<file path="config.mk">
export PLATFORM = sky130hd
export DESIGN_NAME = wtsi_ctrl
export DESIGN_NICKNAME = d
export VERILOG_FILES = /design/src/rtl/wtsi_pkg.sv /design/src/rtl/wtsi_index_dec.sv /design/src/rtl/wtsi_line.sv /design/src/rtl/wtsi_resp.sv /design/src/rtl/wtsi_wt_port.sv /design/src/rtl/wtsi_ctrl.sv
export SDC_FILE = /design/constraint.sdc
export NUM_CORES = 1
export LEC_CHECK = 0
export CAP_MARGIN = 5
export CORE_MARGIN = 1.5
export CORE_UTILIZATION = 40
export CTS_CLUSTER_DIAMETER = 150
export CTS_CLUSTER_SIZE = 10
export DETAILED_ROUTE_END_ITERATION = 10
export PLACE_DENSITY = 0.58
export SLEW_MARGIN = 0
export SYNTH_ARGS = -nofsm -noshare
export SYNTH_HDL_FRONTEND = slang
export SYNTH_SLANG_ARGS = --single-unit
export TNS_END_PERCENT = 30
</file>
<file path="constraint.sdc">
create_clock -name clk -period 5.3 [get_ports clk]
set_clock_uncertainty 0.1 [all_clocks]
set_input_delay 1.06 -clock clk [delete_from_list [all_inputs] [get_ports clk]]
set_output_delay 1.06 -clock clk [all_outputs]
set_load 0.1 [all_outputs]
</file>
<file path="src/rtl/wtsi_pkg.sv">
package wtsi_pkg;

    typedef enum logic [1:0] {
        OP_READ    = 2'd0,
        OP_WRITE   = 2'd1,
        OP_REPLACE = 2'd2,
        OP_NONE    = 2'd3
    } wtsi_op_e;

    typedef enum logic {
        LN_INVALID = 1'b0,
        LN_VALID   = 1'b1
    } wtsi_line_e;

    // Effect of a snooped bus event on one line (index already matched).
    function automatic wtsi_line_e snoop_next(input wtsi_line_e cur,
                                              input wtsi_op_e   op,
                                              input logic       tag_eq);
        wtsi_line_e nxt;
        nxt = cur;
        unique case (cur)
            LN_VALID: begin
                if (op == OP_WRITE && tag_eq) nxt = LN_INVALID;
                else                          nxt = LN_VALID;
            end
            LN_INVALID: nxt = LN_INVALID;
            default:    nxt = LN_INVALID;
        endcase
        return nxt;
    endfunction

    // Effect of a local processor request on one line (index matched).
    function automatic wtsi_line_e local_next(input wtsi_line_e cur,
                                              input wtsi_op_e   op);
        wtsi_line_e nxt;
        nxt = cur;
        unique case (op)
            OP_READ:    nxt = LN_VALID;
            OP_WRITE:   nxt = LN_VALID;
            OP_REPLACE: nxt = LN_INVALID;
            OP_NONE:    nxt = cur;
            default:    nxt = cur;
        endcase
        return nxt;
    endfunction

    // Whether a local request installs its tag into the line.
    function automatic logic local_installs(input wtsi_op_e op);
        return (op == OP_READ) || (op == OP_WRITE);
    endfunction

endpackage

</file>
<file path="src/rtl/wtsi_index_dec.sv">
module wtsi_index_dec #(
    parameter int NUM_LINES = 16,
    localparam int IDX_W    = $clog2(NUM_LINES)
) (
    input  logic                 en,
    input  logic [IDX_W-1:0]     idx,
    output logic [NUM_LINES-1:0] sel
);

    for (genvar g = 0; g < NUM_LINES; g++) begin : g_sel
        assign sel[g] = en && (idx == IDX_W'(g));
    end

endmodule

</file>
<file path="src/rtl/wtsi_line.sv">
module wtsi_line
    import wtsi_pkg::*;
#(
    parameter int TAG_W = 12
) (
    input  logic             clk,
    input  logic             rst_n,
    input  logic             snp_sel,
    input  wtsi_op_e         snp_op,
    input  logic [TAG_W-1:0] snp_tag,
    input  logic             loc_sel,
    input  wtsi_op_e         loc_op,
    input  logic [TAG_W-1:0] loc_tag,
    output logic             loc_hit
);

    wtsi_line_e       st_q;
    wtsi_line_e       st_mid;
    wtsi_line_e       st_d;
    logic [TAG_W-1:0] tag_q;
    logic [TAG_W-1:0] tag_d;

    // State register process.
    always_ff @(posedge clk) begin
        if (!rst_n) begin
            st_q  <= LN_INVALID;
            tag_q <= '0;
        end else begin
            st_q  <= st_d;
            tag_q <= tag_d;
        end
    end

    // Next-state and output process: snoop first, local second.
    always_comb begin
        st_mid = st_q;
        if (snp_sel) begin
            st_mid = snoop_next(st_q, snp_op, tag_q == snp_tag);
        end

        loc_hit = (st_mid == LN_VALID) && (tag_q == loc_tag);

        st_d  = st_mid;
        tag_d = tag_q;
        if (loc_sel) begin
            st_d = local_next(st_mid, loc_op);
            if (local_installs(loc_op)) begin
                tag_d = loc_tag;
            end
        end
    end

endmodule

</file>
<file path="src/rtl/wtsi_resp.sv">
module wtsi_resp #(
    parameter int NUM_LINES = 16,
    localparam int IDX_W    = $clog2(NUM_LINES)
) (
    input  logic                 clk,
    input  logic                 rst_n,
    input  logic                 req,
    input  logic [IDX_W-1:0]     idx,
    input  logic [NUM_LINES-1:0] hit_vec,
    output logic                 rsp_valid,
    output logic                 rsp_hit
);

    logic hit_d;

    always_comb begin
        hit_d = req && hit_vec[idx];
    end

    always_ff @(posedge clk) begin
        if (!rst_n) begin
            rsp_valid <= 1'b0;
            rsp_hit   <= 1'b0;
        end else begin
            rsp_valid <= req;
            rsp_hit   <= hit_d;
        end
    end

endmodule

</file>
<file path="src/rtl/wtsi_wt_port.sv">
module wtsi_wt_port
    import wtsi_pkg::*;
#(
    parameter int ADDR_W = 16,
    parameter int DATA_W = 32
) (
    input  logic              clk,
    input  logic              rst_n,
    input  logic              req,
    input  wtsi_op_e          op,
    input  logic [ADDR_W-1:0] addr,
    input  logic [DATA_W-1:0] wdata,
    output logic              bus_wr_valid,
    output logic [ADDR_W-1:0] bus_wr_addr,
    output logic [DATA_W-1:0] bus_wr_data
);

    logic fire;

    always_comb begin
        fire = req && (op == OP_WRITE);
    end

    always_ff @(posedge clk) begin
        if (!rst_n) begin
            bus_wr_valid <= 1'b0;
            bus_wr_addr  <= '0;
            bus_wr_data  <= '0;
        end else begin
            bus_wr_valid <= fire;
            if (fire) begin
                bus_wr_addr <= addr;
                bus_wr_data <= wdata;
            end
        end
    end

endmodule

</file>
<file path="src/rtl/wtsi_ctrl.sv">
module wtsi_ctrl
    import wtsi_pkg::*;
#(
    parameter int NUM_LINES = 16,
    parameter int ADDR_W    = 16,
    parameter int DATA_W    = 32,
    localparam int IDX_W    = $clog2(NUM_LINES),
    localparam int TAG_W    = ADDR_W - IDX_W
) (
    input  logic              clk,
    input  logic              rst_n,
    input  logic              cpu_valid,
    input  logic [1:0]        cpu_op,
    input  logic [ADDR_W-1:0] cpu_addr,
    input  logic [DATA_W-1:0] cpu_wdata,
    output logic              rsp_valid,
    output logic              rsp_hit,
    input  logic              snp_valid,
    input  logic [1:0]        snp_op,
    input  logic [ADDR_W-1:0] snp_addr,
    output logic              bus_wr_valid,
    output logic [ADDR_W-1:0] bus_wr_addr,
    output logic [DATA_W-1:0] bus_wr_data
);

    wtsi_op_e             loc_op;
    wtsi_op_e             snp_op_e;
    logic [IDX_W-1:0]     loc_idx;
    logic [TAG_W-1:0]     loc_tag;
    logic [IDX_W-1:0]     snp_idx;
    logic [TAG_W-1:0]     snp_tag;
    logic [NUM_LINES-1:0] loc_sel;
    logic [NUM_LINES-1:0] snp_sel;
    logic [NUM_LINES-1:0] hit_vec;

    assign loc_op   = wtsi_op_e'(cpu_op);
    assign snp_op_e = wtsi_op_e'(snp_op);
    assign loc_idx  = cpu_addr[IDX_W-1:0];
    assign loc_tag  = cpu_addr[ADDR_W-1:IDX_W];
    assign snp_idx  = snp_addr[IDX_W-1:0];
    assign snp_tag  = snp_addr[ADDR_W-1:IDX_W];

    wtsi_index_dec #(.NUM_LINES(NUM_LINES)) u_loc_dec (
        .en  (cpu_valid),
        .idx (loc_idx),
        .sel (loc_sel)
    );

    wtsi_index_dec #(.NUM_LINES(NUM_LINES)) u_snp_dec (
        .en  (snp_valid),
        .idx (snp_idx),
        .sel (snp_sel)
    );

    for (genvar g = 0; g < NUM_LINES; g++) begin : g_line
        wtsi_line #(.TAG_W(TAG_W)) u_line (
            .clk     (clk),
            .rst_n   (rst_n),
            .snp_sel (snp_sel[g]),
            .snp_op  (snp_op_e),
            .snp_tag (snp_tag),
            .loc_sel (loc_sel[g]),
            .loc_op  (loc_op),
            .loc_tag (loc_tag),
            .loc_hit (hit_vec[g])
        );
    end

    wtsi_resp #(.NUM_LINES(NUM_LINES)) u_resp (
        .clk       (clk),
        .rst_n     (rst_n),
        .req       (cpu_valid),
        .idx       (loc_idx),
        .hit_vec   (hit_vec),
        .rsp_valid (rsp_valid),
        .rsp_hit   (rsp_hit)
    );

    wtsi_wt_port #(.ADDR_W(ADDR_W), .DATA_W(DATA_W)) u_wt (
        .clk          (clk),
        .rst_n        (rst_n),
        .req          (cpu_valid),
        .op           (loc_op),
        .addr         (cpu_addr),
        .wdata        (cpu_wdata),
        .bus_wr_valid (bus_wr_valid),
        .bus_wr_addr  (bus_wr_addr),
        .bus_wr_data  (bus_wr_data)
    );

endmodule

</file>
==> results.py, run 1 <==
metrics = {
    "power_and_ir_drop": {
        "power.density_mw_per_mm2": 262.4,
        "internal_power_uw": 3150,
        "power_frac_comb_pct": 14.6,
        "switchingPower_uw": 1230,
        "switching_share_pct": 28.08,
        "ir_drop_mv": 0.2509,
        "p_seq_share_pct": 45.5,
        "power_frac_clock_pct": 40.0,
        "p_leak_uw": 0.005557,
    },
    "synthesis": {
        "syn_area_mm2": 0.01447,
        "synth_ff_type": "dfxtp_1",
        "synth.largest_area_cell": "dfxtp_1",
        "ys_seq_area_share_pct": 35.83,
        "synthesis.instances": 1792,
        "ys_ff_latch": 259,
        "syn_area_per_cell_um2": 8.075,
        "synth_fp_nets": 1864,
        "yosys_warnings": 0,
        "synth_top_area_share_pct": 35.83,
        "synth.distinct_cells": 49,
        "synth_top_cells_by_area": "dfxtp_1 36%, nand2_1 13%, xnor2_1 12%",
        "synth_edf_count": 0,
        "async_reset_ff_share_pct": 0,
    },
    "worst_setup_path": {
        "cp-start-kind": "input port",
        "cpLargestDelayFamily": "buffers and inverters",
        "required_ns": 5.64,
        "critPathMaxFanout": 11,
        "critPathBufInv": 2,
        "crit_type": "in -> reg",
        "slowest_delay_ns": 1.18,
        "cp-end-kind": "flip-flop",
        "crit_slowest_cell": "clkdlybuf4s50_1",
        "critical_path.cell_chain": "clkdlybuf4s50_1 -> buf_4 -> xor2_1 -> nor4_1 -> nand4_1 -> o21ai_0 -> o311a_1 -> a2111oi_2 -> a221o_1",
        "arrival_ns": 3.99,
    },
    "clocking": {
        "cts_max_path_buffers": 3,
        "numClockSinks": 259,
        "cts_buffers": 29,
        "cts_hold_buffers": 0,
        "cts.htree.levels": 1,
        "cts_setup_buffers": 0,
        "cts.clk_slew.worst_paths_ns": 0.06,
        "clock-root-buffer": "clkbuf_16",
        "cts_tree": "done",
        "ctsResizeCount": 0,
        "clk_latency_ns": 0.57,
    },
    "timing": {
        "fmaxAchievable_ghz": 0.2745,
        "hold_viol": 0,
        "worst_pin_slew_ns": 1.079,
        "holdWs_ns": 0.3618,
        "maxSlewHeadroom_pct": 27.83,
        "period_share_pct": 68.74,
        "rsz0062_at_grt": "false",
        "fin_crit_ns": 3.643,
        "fin_setup_tns_ns": 0,
        "final_max_slew_viol_count": 0,
        "final-setup-viol-count": 0,
    },
    "grt": {
        "grt_pass1_wl_um": 75710,
        "grt_max_degree": 102,
        "grt_usage_pct": 25.82,
        "antenna_found_initial": 0,
        "grt_overflow": 0,
        "grt_pass1_vias": 12280,
    },
    "detailed_routing": {
        "dr.first_iter.drc_count": 992,
        "first_pass_iters": 6,
        "wl_um": 49370,
        "viasPerCell": 5.449,
        "wl_per_cell_um": 21.40,
        "drcViolationCount": 0,
        "ant_nets": 0,
        "vias": 12570,
    },
    "die": {
        "dieArea_mm2": 0.03733,
        "coreArea_mm2": 0.03557,
        "fp.dieW_um": 193.2,
        "rows": 69,
        "ios": 123,
        "die_h_um": 193.2,
        "initial_core_util_pct": 40.68,
    },
    "placement": {
        "placed_area_mm2": 0.01596,
        "routabilityCongestion": 0.9309,
        "dp_hpwl_um": 33280,
        "port_buffers": 122,
    },
    "hold_path": {
        "hold_path_class": "reg -> reg",
    },
    "flow_run": {
        "drv_cap": 0,
    },
    "finish": {
        "drive_gt1_share_pct": 5.417,
        "final_area_mm2": 0.01669,
        "antenna_cells": 0,
        "syn_to_final_growth_pct": 15.37,
        "fillCellCount": 3534,
        "finalNetCount": 1919,
    },
    "outcome": {
        "status": "complete, no violations",
    },
}
## layout by cell type, fill, tap and decap left out, drive strengths merged, types with 12 or more instances in the layout
cell,n
clkdlybuf4s50,109
nand3,23
clkbuf,30
a21boi,246
nor4,48
xnor2,206
dfxtp,259
buf,65
nor2,25
o21a,12
xor2,178
nand4,58
nor3,12
nand2,504
## kinds of logic (layout without fill, tap and decap cells)
family          Yosys count  in the layout  synth area share, %
compound gates          289            289                14.94
flops                   259            259                35.83
xor+xnor                384            384                23.24
simple gates            708            708                21.50
buf+inv                 152            206                4.488
## final timing paths
check                                                start                  end  slack (ns)  depth (start not counted)
worst max-delay path                          snp_addr[11]       u_resp.rsp_hit        1.66                          9
worst min-delay path                   u_wt.bus_wr_data[7]  u_wt.bus_wr_data[7]        0.36                          2
worst max register to register  g_line[12].u_line.tag_q[6]       u_resp.rsp_hit        2.90                          7
worst min register to register         u_wt.bus_wr_data[7]  u_wt.bus_wr_data[7]        0.36                          2
## synth_stat cells (all sizes together) (2+ instances only)
cell type and count:
a21boi 246, a21oi 10, and3 3, and3b 2, buf 46, clkbuf 104, dfxtp 259, inv 2
nand2 504, nand2b 6, nand3 23, nand3b 4, nand4 58, nand4b 2, nor2 25, nor2b 3
nor3 12, nor3b 2, nor4 48, nor4bb 2, o21a 12, o21ai 7, o41ai 2, or2 2
or3 3, or4 5, xnor2 206, xor2 178
## worst min-delay path, cell delays in order, from the launching register on
cell and delay, ns:
dfxtp_1 0.31, nand2_1 0.04, a21boi_0 0.06
## per-layer routing
metal	GRT usage, %	share of wire (%)
met1	35.00	45
met2	39.31	43
met3	6.363	8.2
met4	10.16	4.3
met5	0	0
## flip-flops by register name, summed over array words and instances (netlist names)
name and count:
g_line.u_line.tag_q 192, u_wt.bus_wr_addr 16, u_resp.rsp_valid 1, u_wt.bus_wr_valid 1, g_line.u_line.st_q 16, u_resp.rsp_hit 1
u_wt.bus_wr_data 32
## power by group through the flow
stage	combinational, uW	sequential (uW)	clock [uW]
floorplan	322	2120	0
global placement	628	2030	0
detailed placement	631	2030	0
CTS	633	1990	1780
global route	672	1990	1850
finish	638	1990	1750
## through the flow
step	cells	setup slack (ns)	total power [uW]	util, %
6_report	2307	1.657	4380	46.93
5_1_grt	2307	1.588	4515	46.93
4_1_cts	2307	1.720	4409	46.93
3_5_place_dp	2277	1.161	2666	44.88
3_3_place_gp	2277	1.198	2662	44.88
2_1_floorplan	1792	2.212	2444	-
## layout make-up
type	instances	area, um2	area share [%]
inverters	2	7.507	0.04497
clock buffers	30	729.5	4.370
flip-flops and latches	259	5185	31.06
repair buffers	174	1553	9.301
well taps	461	576.8	3.455
multi-input cells	1381	8642	51.77
(Power assumes the default switching activity.)
==> inputs of run 2 (changes only) <==
--- a/config.mk
+++ b/config.mk
@@ -11,7 +11,7 @@
 export CTS_CLUSTER_DIAMETER = 150
 export CTS_CLUSTER_SIZE = 10
 export DETAILED_ROUTE_END_ITERATION = 10
-export PLACE_DENSITY = 0.58
+export PLACE_DENSITY = 0.6
 export SLEW_MARGIN = 0
 export SYNTH_ARGS = -nofsm -noshare
 export SYNTH_HDL_FRONTEND = slang
==> constraint.sdc (replaced) <==
create_clock -name clk -period 3.2 [get_ports clk]
set_clock_uncertainty 0.1 [all_clocks]
set_input_delay 0.64 -clock clk [delete_from_list [all_inputs] [get_ports clk]]
set_output_delay 0.64 -clock clk [all_outputs]
set_load 0.1 [all_outputs]
==> run 2 against run 1 <==
  * Non-clock buffer count increased by 76
  * Power increased by 67%
  * Sequential power up 66%
  * First-iteration DRC count increased by 7.8%
  * Cell count grew 3.3%
  * Design area grew 4.3%
  * Largest power group unchanged
  * Routed wire length down 0.89%
  * Utilization increased by 2.0 points
  * Clock power is 65% higher
==> results.py, run 2 (synthesis results as in run 1) <==
metrics = {
    "die": {
        "initial_core_util_pct": 40.68,
        "fp.dieW_um": 193.2,
        "coreArea_mm2": 0.03557,
        "die_h_um": 193.2,
        "rows": 69,
        "ios": 123,
        "dieArea_mm2": 0.03733,
    },
    "grt": {
        "grt_usage_pct": 25.72,
        "grt_overflow": 0,
        "antenna_found_initial": 0,
        "grt_max_degree": 78,
        "grt_pass1_wl_um": 75780,
        "grt_pass1_vias": 12460,
    },
    "power_and_ir_drop": {
        "ir_drop_mv": 0.4543,
        "switching_share_pct": 27.81,
        "p_seq_share_pct": 45.0,
        "p_leak_uw": 0.006132,
        "power_frac_comb_pct": 15.5,
        "power_frac_clock_pct": 39.5,
        "switchingPower_uw": 2039,
        "power.density_mw_per_mm2": 421.1,
        "internal_power_uw": 5294,
    },
    "worst_setup_path": {
        "cp-start-kind": "input port",
        "crit_type": "in -> reg",
        "critPathBufInv": 2,
        "critical_path.cell_chain": "clkdlybuf4s50_1 -> nand3b_1 -> buf_4 -> nor4_1 -> nand4_1 -> o21ai_0 -> nor2_1 -> a2bb2oi_1 -> a221o_1",
        "crit_slowest_cell": "clkdlybuf4s50_1",
        "critPathMaxFanout": 6,
        "slowest_delay_ns": 0.64,
        "required_ns": 3.55,
        "cpLargestDelayFamily": "buffers and inverters",
        "cp-end-kind": "flip-flop",
        "arrival_ns": 3.10,
    },
    "detailed_routing": {
        "wl_per_cell_um": 20.53,
        "wl_um": 48930,
        "first_pass_iters": 5,
        "drcViolationCount": 0,
        "dr.first_iter.drc_count": 1069,
        "vias": 12910,
        "ant_nets": 0,
        "viasPerCell": 5.413,
    },
    "finish": {
        "syn_to_final_growth_pct": 20.35,
        "final_area_mm2": 0.01742,
        "final_core_util_pct": 48.96,
        "largest_reg_flops": 192,
        "layout_common_cells": "504 x nand2_1, 259 x dfxtp_1, 226 x a21boi_0, 206 x xnor2_1, 178 x xor2_1",
        "final_common_cell": "nand2_1",
        "largestRegisters": "g_line.u_line.tag_q x192, u_wt.bus_wr_data x32",
        "drive_gt1_share_pct": 11.86,
        "antenna_cells": 0,
        "top_register": "g_line.u_line.tag_q",
        "finalNetCount": 1995,
    },
    "timing": {
        "setup_ws_ns": 0.4509,
        "fmaxAchievable_ghz": 0.3638,
        "hold_viol": 0,
        "rsz0062_at_grt": "false",
        "fin_crit_ns": 2.749,
        "worst_pin_slew_ns": 0.7765,
        "final-setup-viol-count": 0,
        "maxSlewHeadroom_pct": 48.04,
        "period_share_pct": 85.91,
        "final_max_slew_viol_count": 0,
    },
    "clocking": {
        "cts_hold_buffers": 0,
        "ctsResizeCount": 0,
        "clk_latency_ns": 0.58,
        "cts_max_path_buffers": 3,
        "cts_setup_buffers": 0,
        "numClockSinks": 259,
        "cts.clk_slew.worst_paths_ns": 0.06,
        "cts_buffers": 29,
        "clock-root-buffer": "clkbuf_16",
        "cts_tree": "done",
        "cts.htree.levels": 1,
    },
    "flow_run": {
        "drv_cap": 0,
    },
    "placement": {
        "dp_hpwl_um": 33670,
        "port_buffers": 122,
        "dp_slack_ns": -0.04937,
        "placed_area_mm2": 0.01668,
        "routabilityCongestion": 0.9026,
    },
    "outcome": {
        "status": "complete, no violations",
    },
    "hold_path": {
        "hold_path_class": "reg -> reg",
    },
}
## run 2: worst paths after layout
check,from,endpoint,slack (ns),depth (start not counted)
setup / recovery,snp_addr[3],u_resp.rsp_hit,0.45,9
hold / removal,u_wt.bus_wr_data[18],u_wt.bus_wr_data[18],0.36,2
setup reg to reg,g_line[0].u_line.tag_q[5],u_resp.rsp_hit,0.81,7
hold reg to reg,u_wt.bus_wr_data[18],u_wt.bus_wr_data[18],0.36,2
## run 2: per-layer routing
metal  track usage (%)  up-vias  wire length, um
li1                  -     6119                -
met2             39.42      513            21280
met1             36.30     6185            22300
met4             7.723        0             1498
met3             5.160       88             3862
met5                 0        -                0
## run 2: power by group through the flow
stage	registers, uW	clock network [uW]	logic [uW]
5_1_grt	3310	3070	1190
6_report	3300	2890	1140
3_3_place_gp	3370	0	1120
4_1_cts	3300	2970	1130
2_1_floorplan	3520	0	533
3_5_place_dp	3370	0	1120
## run 2: cell type report
class                   instances  area [um2]
clock buffers                  30       729.5
clock inverters                 1       8.758
fillers                      3489       18150
flip-flops and latches        259        5185
multi-input cells            1381        8637
well taps                     461       576.8
inverters                       2       7.507
repair buffers                250        2271
## run 2: metrics by stage
step                      total power (uW)  setup TNS (ns)  hold WS (ns)  instances
after global placement                4487        -0.05042        0.3512       2353
after global routing                  7573               0        0.3366       2384
after floorplan                       4048               0        0.3547       1792
after CTS                             7398               0        0.3270       2384
final                                 7333               0        0.3621       2384
after detailed placement              4493        -0.04937        0.3582       2353
## run 2: worst min-delay path, delay by kind of cell, from the launching register on
kind | cells | cell delay, ns
AND/OR/NAND/NOR | 1 | 0.05
AO/OA/AOI/OAI | 1 | 0.06
flip-flops | 1 | 0.31
